### config.mk
export PLATFORM = sky130hd
export DESIGN_NAME = vme_map_top
export DESIGN_NICKNAME = d
export VERILOG_FILES = /design/src/rtl/vme_map_pkg.sv /design/src/rtl/vme_map_cfg.sv /design/src/rtl/vme_map_decode.sv /design/src/rtl/vme_map_outreg.sv /design/src/rtl/vme_map_top.sv
export SDC_FILE = /design/constraint.sdc
export NUM_CORES = 1
export LEC_CHECK = 0
export ABC_AREA = 1
export ABC_CLOCK_PERIOD_IN_PS = 14700
export CORE_MARGIN = 4
export CORE_UTILIZATION = 55
export CTS_BUF_LIST = sky130_fd_sc_hd__clkbuf_16
export DETAILED_ROUTE_END_ITERATION = 16
export PLACE_DENSITY_LB_ADDON = 0.2
export SLEW_MARGIN = 25
export SYNTH_ARGS = -nofsm -noshare
export SYNTH_HDL_FRONTEND = slang
export SYNTH_SLANG_ARGS = --single-unit
### constraint.sdc
create_clock -name clk -period 14.7 [get_ports clk]
set_clock_uncertainty 0.2 [all_clocks]
set_input_delay 2.94 -clock clk [delete_from_list [all_inputs] [get_ports clk]]
set_output_delay 2.94 -clock clk [all_outputs]
set_load 0.01 [all_outputs]
### src/rtl/vme_map_pkg.sv
package vme_map_pkg;

  typedef enum logic [2:0] {
    TGT_DRAM     = 3'd0,
    TGT_LOCAL_IO = 3'd1,
    TGT_A32      = 3'd2,
    TGT_A24      = 3'd3,
    TGT_A16      = 3'd4,
    TGT_NONE     = 3'd5
  } target_e;

  typedef enum logic [1:0] {
    WID_D8  = 2'b00,
    WID_D16 = 2'b01,
    WID_D32 = 2'b10
  } width_e;

  localparam logic [5:0] AM_EXT_USR_DATA = 6'h09;
  localparam logic [5:0] AM_EXT_SUP_DATA = 6'h0D;
  localparam logic [5:0] AM_STD_USR_DATA = 6'h39;
  localparam logic [5:0] AM_STD_SUP_DATA = 6'h3D;
  localparam logic [5:0] AM_SHORT_SUP_IO = 6'h2D;

  typedef struct packed {
    logic        valid;
    logic        write;
    target_e     target;
    logic [5:0]  am;
    width_e      width;
    logic [31:0] vaddr;
    logic        vme_req;
    logic        dec_err;
  } map_result_t;

  // Keep the low 'bits' bits of an address, clear the rest.
  function automatic logic [31:0] trunc_addr(input logic [31:0] a, input int unsigned bits);
    logic [32:0] mask;
    mask = (33'd1 << bits) - 33'd1;
    return a & mask[31:0];
  endfunction

  // A power of two between 2**lo and 2**hi inclusive.
  function automatic logic size_is_legal(input logic [31:0] s, input int unsigned lo,
                                         input int unsigned hi);
    logic [32:0] lo_v;
    logic [32:0] hi_v;
    lo_v = 33'd1 << lo;
    hi_v = 33'd1 << hi;
    return ($countones(s) == 1) && ({1'b0, s} >= lo_v) && ({1'b0, s} <= hi_v);
  endfunction

  function automatic logic [5:0] am_for(input target_e t, input logic sup);
    case (t)
      TGT_A32: return sup ? AM_EXT_SUP_DATA : AM_EXT_USR_DATA;
      TGT_A24: return sup ? AM_STD_SUP_DATA : AM_STD_USR_DATA;
      TGT_A16: return AM_SHORT_SUP_IO;
      default: return 6'h00;
    endcase
  endfunction

  function automatic logic is_vme_target(input target_e t);
    return (t == TGT_A32) || (t == TGT_A24) || (t == TGT_A16);
  endfunction

endpackage

### src/rtl/vme_map_cfg.sv
module vme_map_cfg
  import vme_map_pkg::*;
#(
  parameter int unsigned MIN_LOG2 = 22,
  parameter int unsigned MAX_LOG2 = 28
) (
  input  logic        clk,
  input  logic        rst_n,
  input  logic        req_pending,
  input  logic [31:0] cfg_size,
  input  logic        cfg_sup,
  output logic [31:0] dram_size,
  output logic        sup_mode,
  output logic        size_accept,
  output logic        mode_accept
);

  localparam logic [31:0] RESET_SIZE = 32'd1 << MIN_LOG2;

  logic size_ok;

  always_comb begin
    size_ok     = size_is_legal(cfg_size, MIN_LOG2, MAX_LOG2);
    mode_accept = !req_pending;
    size_accept = mode_accept && size_ok;
  end

  always_ff @(posedge clk) begin
    if (!rst_n) begin
      dram_size <= RESET_SIZE;
      sup_mode  <= 1'b0;
    end else begin
      if (size_accept) dram_size <= cfg_size;
      if (mode_accept) sup_mode  <= cfg_sup;
    end
  end

endmodule

### src/rtl/vme_map_decode.sv
module vme_map_decode
  import vme_map_pkg::*;
#(
  parameter logic [31:0] A32_LAST  = 32'hEFFF_FFFF,
  parameter logic [31:0] A24_BASE  = 32'hF000_0000,
  parameter int unsigned A24_BITS  = 24,
  parameter logic [31:0] IO_BASE   = 32'hFFF0_0000,
  parameter logic [31:0] A16_BASE  = 32'hFFFF_0000,
  parameter int unsigned A16_BITS  = 16
) (
  input  logic        req_valid,
  input  logic        req_write,
  input  logic [31:0] req_addr,
  input  logic [31:0] dram_size,
  input  logic        sup_mode,
  output map_result_t result,
  output logic        hit_dram,
  output logic        hit_a32
);

  localparam int unsigned NFIX = 4;
  localparam logic [31:0] A24_LAST = A24_BASE + ((32'd1 << A24_BITS) - 32'd1);
  localparam logic [31:0] GAP_BASE = A24_LAST + 32'd1;
  localparam logic [31:0] GAP_LAST = IO_BASE - 32'd1;
  localparam logic [31:0] IO_LAST  = A16_BASE - 32'd1;
  localparam logic [31:0] A16_LAST = A16_BASE + ((32'd1 << A16_BITS) - 32'd1);

  localparam logic [31:0] WIN_BASE [NFIX] = '{A24_BASE, GAP_BASE, IO_BASE, A16_BASE};
  localparam logic [31:0] WIN_LAST [NFIX] = '{A24_LAST, GAP_LAST, IO_LAST, A16_LAST};
  localparam target_e     WIN_TGT  [NFIX] = '{TGT_A24, TGT_NONE, TGT_LOCAL_IO, TGT_A16};

  logic [NFIX-1:0] fix_hit;

  for (genvar i = 0; i < NFIX; i++) begin : g_win
    assign fix_hit[i] = (req_addr >= WIN_BASE[i]) && (req_addr <= WIN_LAST[i]);
  end

  target_e tgt;

  always_comb begin
    hit_dram = req_addr < dram_size;
    hit_a32  = !hit_dram && (req_addr <= A32_LAST);
    tgt      = TGT_NONE;
    if (hit_dram) begin
      tgt = TGT_DRAM;
    end else if (hit_a32) begin
      tgt = TGT_A32;
    end else begin
      for (int k = 0; k < NFIX; k++) begin
        if (fix_hit[k]) tgt = WIN_TGT[k];
      end
    end
  end

  always_comb begin
    result         = '0;
    result.valid   = req_valid;
    result.write   = req_write;
    result.target  = tgt;
    result.am      = am_for(tgt, sup_mode);
    result.width   = WID_D8;
    result.vaddr   = '0;
    case (tgt)
      TGT_A32: begin
        result.width = WID_D32;
        result.vaddr = req_addr;
      end
      TGT_A24: begin
        result.width = WID_D16;
        result.vaddr = trunc_addr(req_addr, A24_BITS);
      end
      TGT_A16: begin
        result.width = WID_D16;
        result.vaddr = trunc_addr(req_addr, A16_BITS);
      end
      default: ;
    endcase
    result.vme_req = req_valid && is_vme_target(tgt);
    result.dec_err = req_valid && (tgt == TGT_NONE);
  end

endmodule

### src/rtl/vme_map_outreg.sv
module vme_map_outreg
  import vme_map_pkg::*;
(
  input  logic        clk,
  input  logic        rst_n,
  input  map_result_t d,
  output map_result_t q
);

  always_ff @(posedge clk) begin
    if (!rst_n) q <= '0;
    else        q <= d;
  end

endmodule

### src/rtl/vme_map_top.sv
module vme_map_top
  import vme_map_pkg::*;
#(
  parameter int unsigned MIN_LOG2 = 22,
  parameter int unsigned MAX_LOG2 = 28,
  parameter logic [31:0] A32_LAST = 32'hEFFF_FFFF,
  parameter logic [31:0] A24_BASE = 32'hF000_0000,
  parameter int unsigned A24_BITS = 24,
  parameter logic [31:0] IO_BASE  = 32'hFFF0_0000,
  parameter logic [31:0] A16_BASE = 32'hFFFF_0000,
  parameter int unsigned A16_BITS = 16
) (
  input  logic        clk,
  input  logic        rst_n,
  input  logic        req_valid,
  input  logic [31:0] req_addr,
  input  logic        req_write,
  input  logic [31:0] cfg_dram_size,
  input  logic        cfg_supervisor,
  output logic        out_valid,
  output logic        out_write,
  output logic [2:0]  out_target,
  output logic [5:0]  out_am,
  output logic [1:0]  out_width,
  output logic [31:0] out_vme_addr,
  output logic        out_vme_req,
  output logic        out_decode_err
);

  logic [31:0] dram_size;
  logic        sup_mode;
  logic        size_accept;
  logic        mode_accept;
  logic        hit_dram;
  logic        hit_a32;
  map_result_t dec_res;
  map_result_t reg_res;

  vme_map_cfg #(
    .MIN_LOG2(MIN_LOG2),
    .MAX_LOG2(MAX_LOG2)
  ) u_cfg (
    .clk        (clk),
    .rst_n      (rst_n),
    .req_pending(req_valid),
    .cfg_size   (cfg_dram_size),
    .cfg_sup    (cfg_supervisor),
    .dram_size  (dram_size),
    .sup_mode   (sup_mode),
    .size_accept(size_accept),
    .mode_accept(mode_accept)
  );

  vme_map_decode #(
    .A32_LAST(A32_LAST),
    .A24_BASE(A24_BASE),
    .A24_BITS(A24_BITS),
    .IO_BASE (IO_BASE),
    .A16_BASE(A16_BASE),
    .A16_BITS(A16_BITS)
  ) u_dec (
    .req_valid(req_valid),
    .req_write(req_write),
    .req_addr (req_addr),
    .dram_size(dram_size),
    .sup_mode (sup_mode),
    .result   (dec_res),
    .hit_dram (hit_dram),
    .hit_a32  (hit_a32)
  );

  vme_map_outreg u_out (
    .clk  (clk),
    .rst_n(rst_n),
    .d    (dec_res),
    .q    (reg_res)
  );

  always_comb begin
    out_valid      = reg_res.valid;
    out_write      = reg_res.write;
    out_target     = reg_res.target;
    out_am         = reg_res.am;
    out_width      = reg_res.width;
    out_vme_addr   = reg_res.vaddr;
    out_vme_req    = reg_res.vme_req;
    out_decode_err = reg_res.dec_err;
  end

endmodule

After elaboration in Yosys (flattened, before gate mapping) --
Index checks and enable logic that the tools add are counted.
Word-level totals: bits in registers 80, latch bits 0, bits in writable memories 0, ROM bits 0, bits of input ports 69, output and inout bits 47, logic and storage cells 82, memories kept 0
Cells by class: add/subtract/negate cells 31, multiply operators 0, divide/modulo/power cells 0, order comparisons 12, equal/unequal tests 5, shifts and indexed selects 0, mux-type cells 10, bitwise gates (word level) 0, reduce and logical (&&, ||, !) cells 14
Operators by type and width (number):
- adder 32 bit | 15
- <= comparator 32 bit, second input constant | 5
- >= comparator 32 bit, second input constant | 4
- case mux 34 bit (3 select lines) | 1
- adder 1 x 1 -> 2 bit | 16
- == test 32 x 2 -> 1 bit, second input constant | 1
- >= comparator 32 x 23 -> 1 bit, second input constant | 1
- <= comparator 32 x 29 -> 1 bit, second input constant | 1
- less-than comparator 32 bit | 1
- two-way mux 3 bit | 8
- case mux 6 bit (3 select lines) | 1
- logical AND 1 bit | 10
- == test 3 x 2 -> 1 bit, second input constant | 2
- == test 3 bit, second input constant | 2
- logical NOT 1 bit | 2
- logical OR 1 bit | 2

Logic depth before layout (Yosys ltp) --
word-level depth 12, gate-level depth with buffers 22, depth with buffers taken out 21

Cells and area by module --
From an unflattened synthesis, not the netlist that was laid out.
Second synthesis, totals: cell total of the unflattened synthesis 701, area, all modules 5009.8 sq um
By module, submodules not included:
- vme_map_cfg | instances 1, cells an instance 318, area each 2331.0 sq um, seq. area each 660.6 sq um
- vme_map_outreg | instances 1, cells an instance 146, area each 1340.0 sq um, seq. area each 940.9 sq um
- vme_map_decode | instances 1, cells an instance 237, area each 1338.8 sq um, seq. area each 0.0 sq um

Worst setup path after synthesis --
Ideal clock, no wire load.
path kind input-to-reg, start in cfg_dram_size[30], end reg u_cfg.dram_size[13], arrival time 7.315 ns, data required time 14.387 ns, slack 7.072 ns, stages 19, path buffers 1, path through inv_1 ha_1 inv_1 fa_1 fa_1 fa_1 fa_1 fa_1 inv_1 ha_1 inv_1 fa_1 nor3b_1 o211ai_1 a21oi_2 nand3_4 buf_2 nor2_1 nor2_1
Between the ends: cells in the longest elaborated chain, start to end 9, elaborated cells on any way between the ends 11, those cells by class add/sub: 5; order compare: 2; eq/ne: 1; reduce/logical: 3
Ends and longest elaborated chain:
- start: declaration | line vme_map_top.sv:18 | input logic [31:0] cfg_dram_size,
- adder 1 x 1 -> 2 bit (not written as such) | line vme_map_pkg.sv:49 | return ($countones(s) == 1) && ({1'b0, s} >= lo_v) && ({1'b0, s} <= hi_v);
- adder 32 bit (not written as such) (4 in a row) | line vme_map_pkg.sv:49
- == test 32 x 2 -> 1 bit | line vme_map_pkg.sv:49
- logical AND 1 bit | line vme_map_pkg.sv:49
- logical AND 1 bit (*) | line vme_map_pkg.sv:49
- logical AND 1 bit (*) | line vme_map_cfg.sv:25 | size_accept = mode_accept && size_ok;
- end signal: assignment | line vme_map_cfg.sv:33 | if (size_accept) dram_size <= cfg_size;
- end: declaration | line vme_map_cfg.sv:12 | output logic [31:0] dram_size,
Every way passes the cells marked *; elsewhere a longest branch is shown, timed or not. A chain may end at the register's enable or synchronous reset.

Worst setup path in the final report --
start in cfg_dram_size[28], end reg u_cfg.dram_size[13]
Same word-level chain as after synthesis.

==> results.py <==
metrics = {
    "floorplanning": {
        "die_y_um": 103,
        "start_util_pct": 56.8,
        "die-width_um": 103,
        "fp-row-count": 34,
        "die_area_um2": 10600,
        "ios": 116,
        "core_area_um2": 8760,
    },
    "timing": {
        "min_period_ps": 8500,
        "finalCritPeriodShare_pct": 57.8,
        "worst_slew_pin_slew_ps": 631,
        "hold_viol": 0,
        "tns_ps": 0,
        "maxSlewHeadroom_pct": 57.9,
        "rsz0062_at_grt": "false",
        "slew_violations": 0,
        "max_freq_ghz": 0.118,
        "setup_viol": 0,
    },
    "clocking": {
        "post_cts_resized": 0,
        "cts_sinks": 77,
        "cts_tree": "yes",
        "clk_pin_slew_ps": 60,
        "cts-hold-fix-buffers": 0,
        "htree_levels": 3,
        "ctsLongestPathBuffers": 2,
        "root_buffer": "clkbuf_16",
        "cts_setup_buffers": 0,
        "cts_inserted_buffers": 9,
        "insertion_delay_ps": 330,
    },
    "global_routing": {
        "antenna_found_initial": 0,
        "grt_max_degree": 64,
        "grt_pass1_vias": 4026,
        "globalRouteOverflowTotal": 0,
        "grt_pass1_wl_um": 17900,
        "track_usage_pct": 21.2,
    },
    "placed_design": {
        "io_buffer_count": 114,
        "hpwl_um": 8910,
        "gp_congestion": 0.951,
        "placed_cells": 836,
    },
    "cells_and_area": {
        "mostFrequentLayoutCells": "154 x inv_1, 114 x clkdlybuf4s50_1, 107 x nand2_1",
        "insertedDiodeCount": 0,
        "stdcell_count": 851,
        "drive_gt1_share_pct": 4.04,
        "nFillCells": 681,
        "multi_input_area_um2": 2710,
        "seqCellArea_um2": 1540,
        "fin_nets": 910,
        "synthToLayoutAreaGrowth_pct": 28.4,
        "final_common_cell": "inv_1",
    },
    "setup_path": {
        "cp.arrival_ps": 8510,
        "path_class": "input pin to flop",
        "start_kind": "input pin",
        "worstPathCellList": "clkdlybuf4s50_1 -> inv_1 -> ha_1 -> inv_1 -> fa_1 -> fa_1 -> fa_1 -> fa_1 -> fa_1 -> inv_1 -> ha_1 -> inv_1 -> fa_1 -> nor3b_1 -> o211ai_1 -> a21oi_2 -> nand3_4 -> nor2_1 -> nor2_1",
        "cp_max_fo": 63,
        "critPathSlowestCell": "clkdlybuf4s50_1",
        "critPathMostFrequentCell": "fa_1",
        "rr_worst_depth": 10,
        "rr_endpoint": "u_out.q[4]",
        "reg2reg_slack_ps": 12230,
        "r2r-start": "u_cfg.dram_size[31]",
        "crit_path_end_kind": "flop",
        "max_stage_delay_ps": 570,
        "cp.required_ps": 14710,
    },
    "power_and_ir_drop": {
        "vdd_drop_max_v": 0.000125,
        "power_leakage_uw": 0.00332,
        "powerDensity_nw_per_um2": 126,
    },
    "routing": {
        "wirelength_um": 10800,
        "vias": 4023,
        "antenna_left": 0,
        "drtIter0Drc": 190,
        "routed_via_density": 4.73,
        "route.detailed.drc": 0,
        "wl_per_cell_um": 12.6,
        "first_pass_iters": 4,
    },
    "yosys": {
        "synth_top_area_cell": "dfxtp_1",
        "ys_seq_elements": 77,
        "ys_seq_area_share_pct": 31.0,
        "synth_area_um2": 4970,
        "async_reset_ff_share_pct": 0,
        "yosys_warnings": 0,
        "synth_ff_type": "dfxtp_1",
        "ys_top_cells_by_area": "dfxtp_1 31%, ha_1 19%, inv_1 12%, fa_1 10%, nand2_1 8.1%",
        "syn-instance-count": 630,
        "synth.top_cell.area_share_pct": 31.0,
        "synth_edf_count": 0,
        "synth.distinct_cells": 32,
        "syn_area_per_cell_um2": 7.90,
        "syn_nets": 801,
    },
    "job": {
        "cap_violations": 0,
    },
    "hold_path": {
        "hold_class": "flop to flop",
        "holdPathStages": 2,
        "hold_path_end": "u_cfg.sup_mode",
        "hold_path.startpoint": "u_cfg.sup_mode",
    },
    "outcome": {
        "outcome": "finished, final reports clean",
    },
}
-- synth_stat cells, types with 2 or more instances --
cell type and number:
inv_1 154, nand2_1 107, nor2_1 88, dfxtp_1 77, ha_1 76, a21oi_1 34, fa_1 26, o21ai_0 11
buf_6 7, nor3_1 6, nand3_1 5, nand4_1 5, buf_4 4, buf_2 3, clkbuf_1 3, nor4_1 3
a21oi_2 2, inv_2 2, nand2_2 2, nor3b_2 2, nor4_2 2
-- layout make-up --
cell class	instances	share of cell area (%)
multi-input cells	380	42.5
well taps	108	2.12
flip-flops and latches	77	24.1
clock buffers	9	3.53
repair buffers	115	18.0
clock inverters	6	0.607
inverters	156	9.17
-- power breakdown --
part           internal [uW]  total (uW)  switching (uW)
clock network            113         194            81.3
registers                231         237            5.85
logic                    172         374             202
total                    516         805             289
-- worst max-delay path: cells and delay by family --
kind / cells / cell delay, ps
adder cells (fa/ha/maj): 8 / 3330
buffers and inverters: 5 / 840
AND/OR/NAND/NOR: 4 / 1050
AO/OA/AOI/OAI: 2 / 350
-- worst max-delay path by stage --
stage / from / end / slack (ps) / depth (start not counted)
2_1_floorplan: cfg_dram_size[30] / u_cfg.dram_size[13] / 7070 / 19
3_3_place_gp: cfg_dram_size[28] / u_cfg.dram_size[24] / 6000 / 19
3_5_place_dp: cfg_dram_size[28] / u_cfg.dram_size[13] / 5860 / 19
4_1_cts: cfg_dram_size[28] / u_cfg.dram_size[13] / 6190 / 20
5_1_grt: cfg_dram_size[24] / u_cfg.dram_size[12] / 5860 / 19
6_report: cfg_dram_size[28] / u_cfg.dram_size[13] / 6200 / 19
-- per-layer routing --
metal | part of all wire (%) | routed length, um | global-route usage, %
met5 | 0 | 0 | 0
met4 | 1.5 | 157 | 6.27
met3 | 6.7 | 723 | 2.71
met2 | 48 | 5120 | 36.4
met1 | 44 | 4750 | 27.9
-- cells by family (layout without fill, tap and decap cells) --
| group | Yosys count | count (layout) | share of synthesized area [%] |
|---|---|---|---|
| buffers and inverters | 173 | 286 | 14.5 |
| flip-flops | 77 | 77 | 31.0 |
| AO/OA/AOI/OAI | 51 | 51 | 5.46 |
| adder cells (fa/ha/maj) | 102 | 102 | 29.6 |
| AND/OR/NAND/NOR | 224 | 224 | 19.1 |
| XOR/XNOR | 2 | 2 | 0.352 |
| other | 1 | 1 | 0.0754 |
-- state kept, by name, summed over array words and instances, names as in the netlist --
name / count
u_out.q: 44
u_cfg.dram_size: 32
u_cfg.sup_mode: 1
-- stage by stage --
| stage | total power [uW] | utilization (%) | area (um2) | hold slack [ps] | setup slack, ps |
|---|---|---|---|---|---|
| after global routing | 882 | 72.9 | 6390 | 290 | 5860 |
| after CTS | 811 | 72.9 | 6390 | 264 | 6190 |
| after global placement | 593 | 69.9 | 6120 | 238 | 6000 |
| after floorplan | 510 | - | 4970 | 224 | 7070 |
| after detailed placement | 616 | 69.9 | 6120 | 255 | 5860 |
| final | 805 | 72.9 | 6390 | 267 | 6200 |
No activity file was read; power rests on OpenSTA's default activity.
